`config.mk`:
```
export PLATFORM = sky130hd
export DESIGN_NAME = dwt_lift_seq
export DESIGN_NICKNAME = d
export VERILOG_FILES = /design/src/rtl/dwt_pkg.sv /design/src/rtl/dwt_coef_rom.sv /design/src/rtl/dwt_mac_core.sv /design/src/rtl/dwt_phase_ctrl.sv /design/src/rtl/dwt_lift_seq.sv
export SDC_FILE = /design/constraint.sdc
export NUM_CORES = 1
export LEC_CHECK = 0
export BUFFER_PORTS_ARGS = -buffer_cell sky130_fd_sc_hd__clkbuf_2
export CAP_MARGIN = 25
export CORE_ASPECT_RATIO = 1.75
export CORE_MARGIN = 1
export CORE_UTILIZATION = 25
export DETAILED_ROUTE_END_ITERATION = 16
export PLACE_DENSITY_LB_ADDON = 0.05
export SLEW_MARGIN = 20
export SYNTH_ARGS = -nofsm -noshare
export SYNTH_HDL_FRONTEND = slang
export SYNTH_SLANG_ARGS = --single-unit
```
`constraint.sdc`:
```
create_clock -name clk -period 10.2 [get_ports clk]
set_input_delay 1.53 -clock clk [delete_from_list [all_inputs] [get_ports clk]]
set_output_delay 1.53 -clock clk [all_outputs]
set_load 0.02 [all_outputs]
```
`src/rtl/dwt_pkg.sv`:
```
package dwt_pkg;
  // Controller states: two capture slots followed by five lifting steps.
  typedef enum logic [2:0] {
    PH_CAP_E = 3'd0,
    PH_CAP_O = 3'd1,
    PH_1     = 3'd2,
    PH_2     = 3'd3,
    PH_3     = 3'd4,
    PH_4     = 3'd5,
    PH_5     = 3'd6
  } phase_e;

  localparam int N_COEF    = 8;
  localparam int WARM_BEATS = 2;
endpackage

```
`src/rtl/dwt_coef_rom.sv`:
```
module dwt_coef_rom
  import dwt_pkg::*;
#(
  parameter int CW = 6,
  parameter logic [N_COEF*CW-1:0] COEFS = '0
) (
  input  phase_e               phase,
  output logic signed [CW-1:0] coef_a,
  output logic signed [CW-1:0] coef_b
);
  logic signed [CW-1:0] ent [N_COEF];

  for (genvar g = 0; g < N_COEF; g++) begin : g_ent
    assign ent[g] = COEFS[g*CW +: CW];
  end

  // Steps 1 and 5 use one weighted operand; the idle slot gets weight zero.
  always_comb begin
    coef_a = '0;
    coef_b = '0;
    unique case (phase)
      PH_1: begin coef_a = ent[0]; end
      PH_2: begin coef_a = ent[1]; coef_b = ent[2]; end
      PH_3: begin coef_a = ent[3]; coef_b = ent[4]; end
      PH_4: begin coef_a = ent[5]; coef_b = ent[6]; end
      PH_5: begin coef_a = ent[7]; end
      default: begin coef_a = '0; coef_b = '0; end
    endcase
  end
endmodule

```
`src/rtl/dwt_mac_core.sv`:
```
module dwt_mac_core #(
  parameter int DW   = 10,
  parameter int CW   = 6,
  parameter int FRAC = 4   // coefficient scaling as a power of two, at least 1
) (
  input  logic signed [DW-1:0] mid,
  input  logic signed [DW-1:0] op_a,
  input  logic signed [DW-1:0] op_b,
  input  logic signed [CW-1:0] coef_a,
  input  logic signed [CW-1:0] coef_b,
  output logic signed [DW-1:0] res
);
  localparam int PW = DW + CW;
  localparam int SW = PW + 1;
  localparam int TW = SW + 1;
  localparam logic signed [SW-1:0] HALF = SW'(1) <<< (FRAC - 1);
  localparam logic signed [TW-1:0] HI   = (TW'(1) <<< (DW - 1)) - TW'(1);
  localparam logic signed [TW-1:0] LO   = -HI - TW'(1);

  logic signed [PW-1:0] pa, pb;
  logic signed [SW-1:0] acc, scaled;
  logic signed [TW-1:0] tot;

  always_comb begin
    pa     = PW'(op_a) * PW'(coef_a);
    pb     = PW'(op_b) * PW'(coef_b);
    acc    = SW'(pa) + SW'(pb) + HALF;
    scaled = acc >>> FRAC;
    tot    = TW'(scaled) + TW'(mid);
    if (tot > HI)      res = HI[DW-1:0];
    else if (tot < LO) res = LO[DW-1:0];
    else               res = tot[DW-1:0];
  end
endmodule

```
`src/rtl/dwt_phase_ctrl.sv`:
```
module dwt_phase_ctrl
  import dwt_pkg::*;
(
  input  logic   clk,
  input  logic   rst_n,
  input  logic   in_valid,
  input  logic   slot_free,
  output phase_e phase,
  output logic   in_ready,
  output logic   take_even,
  output logic   take_odd,
  output logic   advance,
  output logic   commit
);
  phase_e nxt;

  always_comb begin
    in_ready  = (phase == PH_CAP_E) || (phase == PH_CAP_O);
    take_even = in_valid && (phase == PH_CAP_E);
    take_odd  = in_valid && (phase == PH_CAP_O);
    commit    = (phase == PH_5) && slot_free;
    advance   = (phase == PH_1) || (phase == PH_2) || (phase == PH_3) ||
                (phase == PH_4) || commit;
    nxt = phase;
    unique case (phase)
      PH_CAP_E: if (take_even) nxt = PH_CAP_O;
      PH_CAP_O: if (take_odd)  nxt = PH_1;
      PH_1:     nxt = PH_2;
      PH_2:     nxt = PH_3;
      PH_3:     nxt = PH_4;
      PH_4:     nxt = PH_5;
      PH_5:     if (commit) nxt = PH_CAP_E;
      default:  nxt = PH_CAP_E;
    endcase
  end

  always_ff @(posedge clk or negedge rst_n) begin
    if (!rst_n) phase <= PH_CAP_E;
    else        phase <= nxt;
  end
endmodule

```
`src/rtl/dwt_lift_seq.sv`:
```
module dwt_lift_seq
  import dwt_pkg::*;
#(
  parameter int DW   = 10,
  parameter int CW   = 6,
  parameter int FRAC = 4,
  parameter logic [N_COEF*CW-1:0] COEFS =
    {6'sd6, 6'sd4, -6'sd11, 6'sd2, 6'sd9, -6'sd3, 6'sd5, -6'sd7}
) (
  input  logic          clk,
  input  logic          rst_n,
  input  logic          in_valid,
  output logic          in_ready,
  input  logic [DW-1:0] in_data,
  output logic          out_valid,
  input  logic          out_ready,
  output logic [DW-1:0] out_approx,
  output logic [DW-1:0] out_detail,
  output logic          out_warmup
);
  localparam int NW = $clog2(WARM_BEATS + 1);

  phase_e phase;
  logic take_even, take_odd, advance, commit, slot_free;

  // current pair, running step value, and six carried registers
  logic signed [DW-1:0] e_cur, o_cur, chain;
  logic signed [DW-1:0] e_prev, o_prev, p1, p2, p3, p4;

  logic signed [DW-1:0] mid, op_a, op_b, core_res;
  logic signed [CW-1:0] coef_a, coef_b;
  logic [NW-1:0]        n_done;

  assign slot_free = !out_valid || out_ready;

  dwt_phase_ctrl u_ctrl (
    .clk       (clk),
    .rst_n     (rst_n),
    .in_valid  (in_valid),
    .slot_free (slot_free),
    .phase     (phase),
    .in_ready  (in_ready),
    .take_even (take_even),
    .take_odd  (take_odd),
    .advance   (advance),
    .commit    (commit)
  );

  dwt_coef_rom #(.CW(CW), .COEFS(COEFS)) u_rom (
    .phase  (phase),
    .coef_a (coef_a),
    .coef_b (coef_b)
  );

  // operand routing per step; the previous step result is the unweighted term
  always_comb begin
    mid  = chain;
    op_a = '0;
    op_b = '0;
    unique case (phase)
      PH_1: begin mid = o_prev; op_a = e_cur; end
      PH_2: begin op_a = e_prev; op_b = p1; end
      PH_3: begin op_a = o_prev; op_b = p2; end
      PH_4: begin op_a = e_prev; op_b = p3; end
      PH_5: begin op_a = p4; end
      default: begin mid = chain; end
    endcase
  end

  dwt_mac_core #(.DW(DW), .CW(CW), .FRAC(FRAC)) u_core (
    .mid    (mid),
    .op_a   (op_a),
    .op_b   (op_b),
    .coef_a (coef_a),
    .coef_b (coef_b),
    .res    (core_res)
  );

  // capture registers
  always_ff @(posedge clk or negedge rst_n) begin
    if (!rst_n) begin
      e_cur <= '0;
      o_cur <= '0;
    end else begin
      if (take_even) e_cur <= $signed(in_data);
      if (take_odd)  o_cur <= $signed(in_data);
    end
  end

  // step chain and carried state; each carried value is retired right after
  // its last reader step, so no extra holding registers are needed
  always_ff @(posedge clk or negedge rst_n) begin
    if (!rst_n) begin
      chain  <= '0;
      e_prev <= '0;
      o_prev <= '0;
      p1     <= '0;
      p2     <= '0;
      p3     <= '0;
      p4     <= '0;
    end else if (advance) begin
      chain <= core_res;
      unique case (phase)
        PH_2: p1 <= chain;
        PH_3: p2 <= chain;
        PH_4: p3 <= chain;
        PH_5: begin
          p4     <= chain;
          e_prev <= e_cur;
          o_prev <= o_cur;
        end
        default: ;
      endcase
    end
  end

  // output slot
  always_ff @(posedge clk or negedge rst_n) begin
    if (!rst_n) begin
      out_valid  <= 1'b0;
      out_approx <= '0;
      out_detail <= '0;
      out_warmup <= 1'b0;
      n_done     <= '0;
    end else begin
      if (commit) begin
        out_valid  <= 1'b1;
        out_detail <= chain;
        out_approx <= core_res;
        out_warmup <= (n_done < NW'(WARM_BEATS));
        if (n_done < NW'(WARM_BEATS)) n_done <= n_done + NW'(1);
      end else if (out_ready) begin
        out_valid <= 1'b0;
      end
    end
  end
endmodule

```
==> impl_metrics.toml <==
[run_status]
status = "finished clean"

[layout]
area_delta_synth_final_pct = 14.1
drive_gt1_frac = 0.159
final_area_um2 = 11100
final_nets = 1198
n_fill_cell = 4147
seq_area_um2 = 2930
fin_util = 0.289
n_antenna_cell = 0
multiInputGateArea_um2 = 6150

[routing]
wl_mm = 30.7
first_pass_iters = 4
drc = 0
viasPerCell = 4.43
antenna_left = 0
wl_per_cell_um = 20.4
drtIter0Drc = 225
vias = 6675

[floorplan]
die_w_um = 151
die_y_um = 263
ios = 37
start_util = 0.253
rows = 95
core_area_um2 = 38400
die_area_um2 = 39700

[place]
dp_hpwl_mm = 24.8
io_buffers = 36
placed_area_um2 = 10500
gp_congestion = 0.807

[logic_synthesis]
yosysWarnings = 0
synth_cells = 970
synth.area.mux_share = 0.0555
synthSimpleGateAreaFrac = 0.135
synth_common_cells = "nand2_1, inv_1, dfrtp_1"
netlist_area_um2 = 9720
yosys.area.top_type = "dfrtp_1"
syn_area_per_cell_um2 = 10.0
synthAdderAreaFrac = 0.311
synthArstFlopShare = 1.00
seq_area_frac_synth = 0.301
synth_cell_types = 65
synth_xor_area_frac = 0.0363
synth_compound_area_frac = 0.0936
synth_fp_nets = 1158
synth_edf_count = 0
ys_seq_elements = 117
post-synth-top-count-cell = "nand2_1"
synth_top_area_frac = 0.301
yosys-top-cells-area = "dfrtp_1, fa_1, nand2_1"
synth_top_family_by_area = "adder cells"
synth_ff_type = "dfrtp_1"

[global_route]
grt_pass1_vias = 7703
grt_max_degree = 47
grt_usage = 0.172
grt_pass1_wl_mm = 48.7
antenna_found_initial = 0
overflow = 0

[timing]
tns_ns = 0
setup-violations-final = 0
timing.hold.ws_ns = 0.463
relSlewSlack = 0.387
rsz0062_at_grt = "no"
slew_viol_final = 0
skew_ns = 0.0102
tightest_slew_ns = 0.914
hold_viol = 0
fin_crit_sh = 0.923
maxClockFrequency_ghz = 0.106
post-route-min-period_ns = 9.42

[worst_setup_path]
worstReg2RegEnd = "chain[5]$_DFFE_PN0N_"
reg2reg_depth = 33
worstPathRequired_ns = 10.47
startpoint = "u_ctrl.phase[1]$_DFFE_PN0P_"
crit_top_cell = "fa_1"
path_class = "flip-flop to flip-flop"
cp_max_fo = 13
end_kind = "flip-flop"
worstPathArrival_ns = 9.69
endpoint = "chain[5]$_DFFE_PN0N_"
reg2reg_from = "u_ctrl.phase[1]$_DFFE_PN0P_"
ff2ff_setup_slack_ns = 0.78
slowest_delay_ns = 0.63
start_kind = "flip-flop"
critPathSlowestCell = "dfrtp_1"

[clock_tree]
clock_latency_ns = 0.44
numCtsBuffers = 17
cts-root-buf = "clkbuf_16"
cts.path.max_buffers = 2
cts_tree = "done"
cts.sinks = 117
cts.clk_slew.worst_paths_ns = 0.06
h-tree-depth = 4

[run]
maxCapViolations = 0

[min_path]
hold_class = "flip-flop to flip-flop"
==> placed cells by master (no fill, tap or decap), types with 3 or more instances in the layout <==
cell,Yosys,routed
a21o_1,9,9
a21o_2,3,3
a21oi_1,25,25
a22oi_1,9,9
and2_1,8,8
and3_1,9,9
buf_4,0,18
clkbuf_16,0,17
clkbuf_2,0,35
clkinv_4,0,4
clkinvlp_4,0,5
dfrtp_1,117,117
fa_1,112,112
ha_1,62,62
inv_1,134,134
mux2_2,47,47
nand2_1,207,207
nand2b_1,6,6
nand3_1,6,6
nor2_1,38,37
nor3_1,11,10
o21a_1,5,5
o21ai_0,15,15
o21bai_1,3,3
o311ai_0,8,8
o311ai_1,9,9
or2_2,8,8
xnor2_1,21,21
xor2_1,13,13
==> state kept, by name (all words and copies together) (netlist names) <==
name and count:
chain 10, e_cur 10, e_prev 10, o_cur 10
o_prev 10, out_approx 10, out_detail 10, p1 10
p2 10, p3 10, p4 10, u_ctrl.phase 3
n_done 2, out_valid 1, out_warmup 1
==> layer usage <==
layer / global-route usage / vias to the layer above / routed length (µm)
met3: 0.0208 / 28 / 435
met2: 0.326 / 58 / 17800
met4: 0.0832 / 0 / 1330
met5: 0 / - / 0
li1: - / 3205 / -
met1: 0.183 / 3384 / 11200
==> critical path: cells and delay by family (launching register included) <==
family                   cells  cell delay (ns)
buffers and inverters        4             0.21
AND/OR/NAND/NOR              7             1.69
flip-flops                   1             0.63
AO/OA/AOI/OAI               12             2.67
adder cells (fa/ha/maj)      8             3.75
XOR/XNOR                     2             0.28
==> through the flow <==
stage | setup slack [ns] | instances
finish | 0.780 | 1508
global placement | 0.648 | 1473
global route | 0.0235 | 1508
detailed placement | 0.533 | 1473
CTS | 0.452 | 1505
floorplan | 1.80 | 970
==> how the worst min path moves through the flow <==
stage,from,end,slack [ns],cells after the start
3_5_place_dp,n_done[1]$_DFFE_PN0P_,n_done[1]$_DFFE_PN0P_,0.45,1
6_report,n_done[1]$_DFFE_PN0P_,n_done[1]$_DFFE_PN0P_,0.46,1
4_1_cts,n_done[1]$_DFFE_PN0P_,n_done[1]$_DFFE_PN0P_,0.47,1
3_3_place_gp,o_cur[8]$_DFFE_PN0P_,o_prev[8]$_DFFE_PN0P_,0.45,2
2_1_floorplan,n_done[1]$_DFFE_PN0P_,n_done[1]$_DFFE_PN0P_,0.43,1
5_1_grt,n_done[1]$_DFFE_PN0P_,n_done[1]$_DFFE_PN0P_,0.49,1
==> cell type report <==
| type | count | area share |
|---|---|---|
| inverters | 135 | 0.0457 |
| well taps | 485 | 0.0547 |
| clock buffers | 19 | 0.0399 |
| repair buffers | 54 | 0.0298 |
| flip-flops and latches | 117 | 0.264 |
| clock inverters | 13 | 0.0113 |
| multi-input cells | 685 | 0.555 |
==> cells by family after synthesis <==
family                   Yosys count
AND/OR/NAND/NOR                  308
adder cells (fa/ha/maj)          174
buffers and inverters            168
AO/OA/AOI/OAI                    119
flip-flops                       117
multiplexers                      48
XOR/XNOR                          36
==> timing repair <==
item / CTS / global route
setup endpoints to repair: 0 / 18
resized for setup: 0 / 2
setup buffers: 0 / 2
hold buffers: 0 / 0
Power is left out: the tool's default activity adds up to more than one toggle a clock period on the data nets, which glitch-free logic cannot reach.
